[src/rtl/uart_rx_wake_pkg.sv]
package uart_rx_wake_pkg;

  typedef enum logic {
    HUNT = 1'b0,
    RUN  = 1'b1
  } rxState_e;

  // strobes from the bit-timing control to the datapath
  typedef struct packed {
    logic tick;       // sampling tick this cycle
    logic edgeFound;  // start edge detected while hunting
    logic idleTick;   // tick while hunting with line high
    logic takeA;      // capture first mid-bit sample
    logic takeB;      // capture second mid-bit sample
    logic resolve;    // third sample present: vote now
    logic isStart;    // current bit is the start bit
    logic isData;     // current bit is a data bit
    logic isStop;     // current bit is the stop bit
  } rxStrobe_t;

endpackage

[src/rtl/uart_rx_ctrl.sv]
module uart_rx_ctrl
  import uart_rx_wake_pkg::*;
#(
  parameter int OVS      = 16,
  parameter int MAX_DATA = 9
) (
  input  logic      clk,
  input  logic      rstN,
  input  logic      sampleTick,
  input  logic      rxLine,
  input  logic      nineBitMode,
  input  logic      voteBit,
  output rxStrobe_t strobe
);

  localparam int CNT_W    = $clog2(OVS);
  localparam int BIT_W    = $clog2(MAX_DATA + 2);
  localparam int SAMP_MID = OVS / 2;

  rxState_e state;
  logic [CNT_W-1:0] rtCnt;
  logic [BIT_W-1:0] bitCnt;
  logic lineLast;

  logic rtWrap;
  logic [CNT_W-1:0] rtNext;
  logic [BIT_W-1:0] bitNext;
  logic [BIT_W-1:0] stopIdx;
  logic running;

  assign running = (state == RUN);
  assign rtWrap  = (rtCnt == CNT_W'(OVS - 1));
  assign rtNext  = rtWrap ? '0 : rtCnt + 1'b1;
  assign bitNext = rtWrap ? bitCnt + 1'b1 : bitCnt;
  assign stopIdx = nineBitMode ? BIT_W'(MAX_DATA + 1) : BIT_W'(MAX_DATA);

  always_comb begin
    strobe           = '0;
    strobe.tick      = sampleTick;
    strobe.edgeFound = sampleTick & ~running & lineLast & ~rxLine;
    strobe.idleTick  = sampleTick & ~running & rxLine;
    strobe.takeA     = sampleTick & running & (rtNext == CNT_W'(SAMP_MID - 1));
    strobe.takeB     = sampleTick & running & (rtNext == CNT_W'(SAMP_MID));
    strobe.resolve   = sampleTick & running & (rtNext == CNT_W'(SAMP_MID + 1));
    strobe.isStart   = (bitNext == '0);
    strobe.isData    = (bitNext != '0) && (bitNext < stopIdx);
    strobe.isStop    = (bitNext == stopIdx);
  end

  always_ff @(posedge clk or negedge rstN) begin
    if (!rstN) begin
      state    <= HUNT;
      rtCnt    <= '0;
      bitCnt   <= '0;
      lineLast <= 1'b1;
    end else if (sampleTick) begin
      lineLast <= rxLine;
      if (!running) begin
        if (strobe.edgeFound) begin
          state  <= RUN;
          rtCnt  <= '0;
          bitCnt <= '0;
        end
      end else begin
        rtCnt  <= rtNext;
        bitCnt <= bitNext;
        if (strobe.resolve && ((strobe.isStart && voteBit) || strobe.isStop)) begin
          state <= HUNT;
        end
      end
    end
  end

endmodule

[src/rtl/uart_rx_dp.sv]
module uart_rx_dp
  import uart_rx_wake_pkg::*;
#(
  parameter int OVS      = 16,
  parameter int MAX_DATA = 9
) (
  input  logic                clk,
  input  logic                rstN,
  input  logic                rxLine,
  input  logic                nineBitMode,
  input  logic                wakeSelAddr,
  input  logic                wakeReqSet,
  input  logic                readAck,
  input  rxStrobe_t           strobe,
  output logic                voteBit,
  output logic [MAX_DATA-1:0] rxData,
  output logic                dataReady,
  output logic                noiseErr,
  output logic                frameErr,
  output logic                overrunErr,
  output logic                standby
);

  localparam int IDLE_W = $clog2((MAX_DATA + 2) * OVS + 1);

  logic sampA, sampB;
  logic [MAX_DATA-1:0] shReg;
  logic noiseAcc;
  logic [IDLE_W-1:0] idleCnt;

  logic disagree;
  logic [MAX_DATA-1:0] word;
  logic wordMsb;
  logic frameDone;
  logic addrWake;
  logic idleWake;
  logic readyHeld;
  logic [IDLE_W-1:0] idleNext;
  logic [IDLE_W-1:0] idleLimit;

  assign voteBit  = (sampA & sampB) | (sampA & rxLine) | (sampB & rxLine);
  assign disagree = ~((sampA == sampB) && (sampB == rxLine));

  assign word    = nineBitMode ? shReg : {1'b0, shReg[MAX_DATA-1:1]};
  assign wordMsb = nineBitMode ? word[MAX_DATA-1] : word[MAX_DATA-2];

  assign frameDone = strobe.resolve & strobe.isStop;
  assign addrWake  = frameDone & standby & wakeSelAddr & wordMsb;
  assign readyHeld = dataReady & ~readAck;

  assign idleNext  = (idleCnt == {IDLE_W{1'b1}}) ? idleCnt : idleCnt + 1'b1;
  assign idleLimit = nineBitMode ? IDLE_W'((MAX_DATA + 2) * OVS)
                                 : IDLE_W'((MAX_DATA + 1) * OVS);
  assign idleWake  = strobe.idleTick & standby & ~wakeSelAddr & (idleNext >= idleLimit);

  // mid-bit samples, shift register, noise accumulation
  always_ff @(posedge clk or negedge rstN) begin
    if (!rstN) begin
      sampA    <= 1'b1;
      sampB    <= 1'b1;
      shReg    <= '0;
      noiseAcc <= 1'b0;
    end else begin
      if (strobe.takeA) sampA <= rxLine;
      if (strobe.takeB) sampB <= rxLine;
      if (strobe.edgeFound) begin
        noiseAcc <= 1'b0;
      end else if (strobe.resolve && (strobe.isStart || strobe.isData)) begin
        noiseAcc <= noiseAcc | disagree;
      end
      if (strobe.resolve && strobe.isData) begin
        shReg <= {voteBit, shReg[MAX_DATA-1:1]};
      end
    end
  end

  // word register and status flags
  always_ff @(posedge clk or negedge rstN) begin
    if (!rstN) begin
      rxData     <= '0;
      dataReady  <= 1'b0;
      noiseErr   <= 1'b0;
      frameErr   <= 1'b0;
      overrunErr <= 1'b0;
    end else begin
      if (readAck) begin
        dataReady  <= 1'b0;
        overrunErr <= 1'b0;
      end
      if (frameDone) begin
        if (readyHeld) begin
          overrunErr <= 1'b1;
        end else begin
          rxData    <= word;
          frameErr  <= ~voteBit;
          noiseErr  <= noiseAcc | disagree;
          dataReady <= ~((standby & ~addrWake) | wakeReqSet);
        end
      end
    end
  end

  // standby state and idle-line counter
  always_ff @(posedge clk or negedge rstN) begin
    if (!rstN) begin
      standby <= 1'b0;
      idleCnt <= '0;
    end else begin
      if (wakeReqSet) begin
        standby <= 1'b1;
      end else if (addrWake || idleWake) begin
        standby <= 1'b0;
      end
      if (wakeReqSet) begin
        idleCnt <= '0;
      end else if (strobe.tick) begin
        idleCnt <= strobe.idleTick ? idleNext : '0;
      end
    end
  end

endmodule

[src/rtl/uart_rx_wake.sv]
module uart_rx_wake
  import uart_rx_wake_pkg::*;
#(
  parameter int OVS      = 16,
  parameter int MAX_DATA = 9
) (
  input  logic                clk,
  input  logic                rstN,
  input  logic                sampleTick,
  input  logic                rxLine,
  input  logic                nineBitMode,
  input  logic                wakeSelAddr,
  input  logic                wakeReqSet,
  input  logic                readAck,
  output logic [MAX_DATA-1:0] rxData,
  output logic                dataReady,
  output logic                noiseErr,
  output logic                frameErr,
  output logic                overrunErr,
  output logic                standby,
  output logic                irq
);

  rxStrobe_t strobe;
  logic voteBit;

  uart_rx_ctrl #(.OVS(OVS), .MAX_DATA(MAX_DATA)) u_ctrl (
    .clk        (clk),
    .rstN       (rstN),
    .sampleTick (sampleTick),
    .rxLine     (rxLine),
    .nineBitMode(nineBitMode),
    .voteBit    (voteBit),
    .strobe     (strobe)
  );

  uart_rx_dp #(.OVS(OVS), .MAX_DATA(MAX_DATA)) u_dp (
    .clk        (clk),
    .rstN       (rstN),
    .rxLine     (rxLine),
    .nineBitMode(nineBitMode),
    .wakeSelAddr(wakeSelAddr),
    .wakeReqSet (wakeReqSet),
    .readAck    (readAck),
    .strobe     (strobe),
    .voteBit    (voteBit),
    .rxData     (rxData),
    .dataReady  (dataReady),
    .noiseErr   (noiseErr),
    .frameErr   (frameErr),
    .overrunErr (overrunErr),
    .standby    (standby)
  );

  assign irq = ~standby & (dataReady | overrunErr);

endmodule

[config.mk]
export PLATFORM = sky130hd
export DESIGN_NAME = uart_rx_wake
export DESIGN_NICKNAME = d
export VERILOG_FILES = /design/src/rtl/uart_rx_wake_pkg.sv /design/src/rtl/uart_rx_ctrl.sv /design/src/rtl/uart_rx_dp.sv /design/src/rtl/uart_rx_wake.sv
export SDC_FILE = /design/constraint.sdc
export NUM_CORES = 1
export LEC_CHECK = 0
export ABC_AREA = 1
export ABC_CLOCK_PERIOD_IN_PS = 2900
export BUFFER_PORTS_ARGS = -buffer_cell sky130_fd_sc_hd__buf_2
export CAP_MARGIN = 20
export CORE_AREA = 5 5 75 77
export DETAILED_ROUTE_END_ITERATION = 7
export DIE_AREA = 0 0 80 82
export GPL_TIMING_DRIVEN = 1
export PLACE_DENSITY = 0.77
export RECOVER_POWER = 100
export SLEW_MARGIN = 20
export SYNTH_ARGS = -nofsm -noshare
export SYNTH_HDL_FRONTEND = slang
export SYNTH_SLANG_ARGS = --single-unit
[constraint.sdc]
create_clock -name clk -period 2.9 [get_ports clk]
set_input_delay 0.29 -clock clk [delete_from_list [all_inputs] [get_ports clk]]
set_output_delay 0.29 -clock clk [all_outputs]
set_load 0.03 [all_outputs]
* Yosys cells after proc, flatten, opt, wreduce, memory -nomap -nowiden
Index checks and enable logic that the tools add are counted.
** Storage, ports and cells
- Flip-flop bits (word level) :: 44
** Cells by class
- Add/subtract/negate cells :: 3
- Magnitude comparators :: 2
- Eq/ne operators :: 8
- Multiplexer cells :: 26
- Bitwise gates (word level) :: 36
- Reduce and logical (&&, ||, !) cells :: 17
** Operators with widths (count)
- $mux W8 :: 4
- $and A1 B1 Y1 :: 21
- $mux W4 :: 5
- $mux W1 :: 14
- $eq A4 B4 Y1 const B :: 3
- $not A1 Y1 :: 10
- $mux W9 :: 1
- $add A4 B1 Y4 const B :: 2
- $add A8 B1 Y8 const B :: 1
- $eq A8 B8 Y1 const B :: 1
- $ge A8 B8 Y1 :: 1
- $reduce_bool A2 Y1 :: 4
- $logic_and A1 B1 Y1 :: 6
- $mux W5 :: 1
- $or A1 B1 Y1 :: 5
- $eq A4 B3 Y1 const B :: 1
- $eq A4 B4 Y1 :: 1
- $logic_not A4 Y1 :: 1
- $lt A4 B4 Y1 :: 1
- $reduce_and A2 Y1 :: 2
- $reduce_bool A4 Y1 :: 1
- $logic_or A1 B1 Y1 :: 3
- $eq A1 B1 Y1 :: 2
- $mux W2 :: 1

* Logic depth before layout (Yosys ltp)
- Depth after elaboration :: 14
- Depth in mapped cells :: 16

* Cells and area by module
A second synthesis with hierarchy kept.
** Unflattened totals
- Cells, all modules :: 307
- Area, all modules :: 2419.8 um^2
** By module, submodules not included
- uart_rx_dp :: times used 1, cells each 206, area an instance 1682.9 um^2, sequential area each 853.3 um^2
- uart_rx_ctrl :: times used 1, cells each 99, area an instance 729.4 um^2, sequential area each 251.5 um^2
- uart_rx_wake :: times used 1, cells each 2, area an instance 7.5 um^2, sequential area each 0.0 um^2

* Worst setup path after synthesis
OpenSTA, ideal clock, no wires.
- Path type :: flip-flop to flip-flop
- Start :: reg u_ctrl.rtCnt[0]
- End :: reg u_dp.shReg[7]
- Library setup time :: 0.117 ns
- Arrival :: 2.083 ns
- Required time :: 2.783 ns
- Slack :: 0.700 ns
- Stages on the path, launching flop included :: 16
- Path buffers :: 1
- Cell sequence :: dfrtp_1 > ha_1 > nand2_2 > nor2_4 > inv_2 > o21ai_2 > inv_1 > ha_1 > inv_1 > o21bai_1 > o21ai_1 > and2_4 > nand2_4 > buf_8 > nand2_2 > o21ai_2
** Between the ends
- Word-level cells in the longest chain between the ends :: 5
- Elaborated cells between the ends (all ways) :: 10
- Classes of those cells :: add/sub (1); order compare (1); eq/ne (2); mux (2); bitwise (1); reduce/logical (3)
** RTL lines
- start, declared :: RTL line uart_rx_ctrl.sv:21 : logic [CNT_W-1:0] rtCnt;
- start signal, assigned :: RTL line uart_rx_ctrl.sv:65 : rtCnt <= rtNext;
- $add A4 B1 Y4 / $eq A4 B4 Y1 (equally long branches) :: RTL line uart_rx_ctrl.sv:33, uart_rx_ctrl.sv:32
- $mux W4, on equally long branches :: RTL line uart_rx_ctrl.sv:33, uart_rx_ctrl.sv:34
- $eq A4 B4 Y1 (tied with other cells) :: RTL line uart_rx_ctrl.sv:44 : strobe.resolve = sampleTick & running & (rtNext == CNT_W'(SAMP_MID + 1));
- $and A1 B1 Y1 / $logic_and A1 B1 Y1 (equally long branches) :: RTL line uart_rx_ctrl.sv:44, uart_rx_ctrl.sv:46
- $logic_and A1 B1 Y1 (*) :: RTL line uart_rx_dp.sv:71 : if (strobe.resolve && strobe.isData) begin
- end signal, assigned :: RTL line uart_rx_dp.sv:72 : shReg <= {voteBit, shReg[MAX_DATA-1:1]};
- end, declared :: RTL line uart_rx_dp.sv:27 : logic [MAX_DATA-1:0] shReg;
Every way passes the cells marked *; elsewhere a longest branch is shown, timed or not.
A chain may end at the register's enable or synchronous reset.

* Worst setup path in the final report
- Start :: reg u_ctrl.rtCnt[0]
- End :: reg u_dp.rxData[2]
** Between the ends
- Word-level cells in the longest chain between the ends :: 6
- Elaborated cells between the ends (all ways) :: 9
- Classes of those cells :: add/sub (1); eq/ne (3); mux (2); bitwise (2); reduce/logical (1)
** RTL lines
- $add A4 B1 Y4 / $eq A4 B4 Y1 (equally long branches) :: RTL line uart_rx_ctrl.sv:33, uart_rx_ctrl.sv:32
- $mux W4 :: RTL line uart_rx_ctrl.sv:33 : assign rtNext = rtWrap ? '0 : rtCnt + 1'b1;
- $eq A4 B4 Y1 :: RTL line uart_rx_ctrl.sv:44
- $and A1 B1 Y1 :: RTL line uart_rx_ctrl.sv:44
- $and A1 B1 Y1 (*) :: RTL line uart_rx_dp.sv:47 : assign frameDone = strobe.resolve & strobe.isStop;
- $reduce_and A2 Y1 (no source line) (*)
- end signal, assigned :: RTL line uart_rx_dp.sv:94 : rxData <= word;
- end, declared :: RTL line uart_rx_dp.sv:16 : output logic [MAX_DATA-1:0] rxData,
Marked as above.

==> out/qor.yml <==
yosys:
  synth_seq_cells: 44
  async_flop_share_pct: 100
  netlist_instances: 298
  synth_nets: 317
  ys.flop_type: "dfrtp_1"
  synth_area_um2: 2550
  synthDistinctLibCells: 36
  synth_enable_flop_cells: 0
  ys_warn_count: 0
  avgSynthCellArea_um2: 8.56
  seq_area_frac_synth_pct: 43.3
critical_path:
  crit_path_start_kind: "register"
  rrSetupSlack_ns: 0.38
  crit_chain: "ha_1 -> nand2_1 -> nor2_4 -> inv_1 -> o21ai_2 -> inv_1 -> ha_1 -> nand2_1 -> nor2_4 -> nand3_4 -> nor2_8 -> nor2_1 -> a21oi_2"
  end_kind: "register"
  crit_type: "reg2reg"
  slowest_stage: "dfrtp_1"
  worstPathMaxFanout: 20
  slowest_delay_ns: 0.45
  crit_required_ns: 3.13
  arrival_ns: 2.75
clocking:
  cts.htree.levels: 2
  clock-root-buffer: "clkbuf_8"
  postCtsHoldBufs: 0
  cts_tree: "done"
  cts_buffer_depth: 2
  post_cts_buffers: 0
  post_cts_resized: 0
  cts.sinks: 44
  clk_latency_ns: 0.30
  cts_buffers: 5
  cts.clk_slew.worst_paths_ns: 0.08
grt:
  grt_pass1_vias: 1936
  overflow: 0
  grt_use_total_pct: 16.3
  grt_max_degree: 45
  antenna_found_initial: 0
  grt_pass1_wl_um: 8470
die:
  rows: 26
  die_w_um: 80
  core_um2: 4940
  initial_core_util_pct: 51.6
  ios: 23
  chipHeight_um: 82
  dieArea_um2: 6560
flow_run:
  cap_violations: 1
drt:
  remaining_drc_errors: 0
  drt_iter0_drc: 92
  via_per_inst: 5.01
  post_drt_wl_per_cell_um: 12.0
  vias: 1975
  routed_wl_um: 4720
  antenna_left: 0
  firstDrtPassIters: 4
sta:
  fmax_mhz: 398
  worst_slew_pin_slew_ns: 2.33
  rsz0062_at_grt: "no"
  min_period_over_period_pct: 86.7
  slew_headroom_pct: -55.2
  finalCriticalPeriod_ns: 2.52
  hold_ws_ns: 0.193
  setup-tns-final_ns: 0
  clock_skew_ns: 0.00567
  finalWorstSetupSlack_ns: 0.385
  hold_violations: 0
  setup_viol: 0
  drv_slew: 45
finish:
  nets: 342
  drive_above_1_share_pct: 13.3
  syn2layout_area_growth_pct: 6.62
  final_cell_mix: "nand2_1 (74), dfrtp_1 (41), inv_1 (37)"
  diodes: 0
  final_common_cell: "nand2_1"
place:
  hpwl_um: 3520
  port-buffer-count: 22
  pre_cts_ws_ns: 0.434
  gp_congestion: 0.864
power:
  irDropWorstVdd_mv: 0.356
  power_density_nw_per_um2: 656
  p_leak_nw: 1.30
  total_power_mw: 1.78
status:
  violations: "capacitance limit, slew limit"
  status: "finished, violations left"
hold_path:
  hp-class: "in2reg"
critical path: cells and delay by family (launching register included):
| family | cells | cell delay (ns) |
|---|---|---|
| buf+inv | 2 | 0.18 |
| simple gates | 7 | 1.01 |
| compound gates | 2 | 0.30 |
| fa+ha+maj | 2 | 0.50 |
| flops | 1 | 0.45 |
flip-flops by register name, indices dropped and copies added, names as in the netlist, 4 cells and up:
signal         count
u_dp.rxData        9
u_ctrl.rtCnt       4
u_dp.idleCnt       8
u_ctrl.bitCnt      4
u_dp.shReg         9
final timing paths:
| kind | cells after the start | end | from |
|---|---|---|---|
| max | 13 | u_dp.rxData[2] | u_ctrl.rtCnt[0] |
| min | 2 | u_dp.overrunErr | readAck |
| max reg2reg | 13 | u_dp.rxData[2] | u_ctrl.rtCnt[0] |
| min reg2reg | 2 | u_ctrl.lineLast | u_ctrl.lineLast |
| max in group asynchronous | 1 | u_dp.idleCnt[0] | rstN |
| min in group asynchronous | 1 | u_dp.shReg[7] | rstN |
report_power, final:
group	internal [mW]	switching, mW	leakage, nW
combinational	0.175	0.332	0.662
sequential	0.717	0.0902	0.586
clock	0.255	0.214	0.0541
synth_stat cells, types with 3 or more instances:
cell type	number	share of area, %
dfstp_2	3	3.1
nand4_1	4	0.98
a21oi_1	6	1.2
nand2_1	71	10
ha_1	11	5.4
inv_1	36	5.3
a21oi_2	9	3.1
nor2_2	10	2.5
nor2_1	16	2.4
xor2_1	3	1.0
o21ai_0	23	4.5
dfrtp_1	41	40
a32o_1	3	1.2
nand2_2	6	1.5
nand3_1	17	3.3
o21ai_2	9	3.1
o22ai_1	4	0.98
cell families after synthesis:
kind of cell,after synthesis,share of synthesized area [%]
simple gates,135,26.1
flops,44,43.3
fa+ha+maj,11,5.40
compound gates,59,15.5
xor+xnor,5,1.72
buf+inv,44,8.00
cell type report:
cell class                      count  area, um2
Tap cell                           70       87.6
Multi-Input combinational cell    210       1170
Fill cell                         473       2230
Clock buffer                        5       68.8
Clock inverter                      3       42.5
Timing Repair Buffer               22       90.1
Sequential cell                    44       1100
Inverter                           40        150
per-layer routing:
layer / vias up / wire length, um / track usage, %
met5: - / 0 / 0
met4: 0 / 63 / 5.07
met3: 7 / 214 / 3.29
met2: 34 / 2160 / 27.5
met1: 912 / 2290 / 21.0
li1: 1022 / - / -
through the flow:
stage	instances	area, um2	util, %
after floorplan	298	2550	-
after global placement	386	2690	54.5
after detailed placement	386	2690	54.5
after CTS	394	2810	56.7
after global routing	394	2720	55.0
final	394	2720	55.0
No activity file was read; power rests on OpenSTA's default activity.
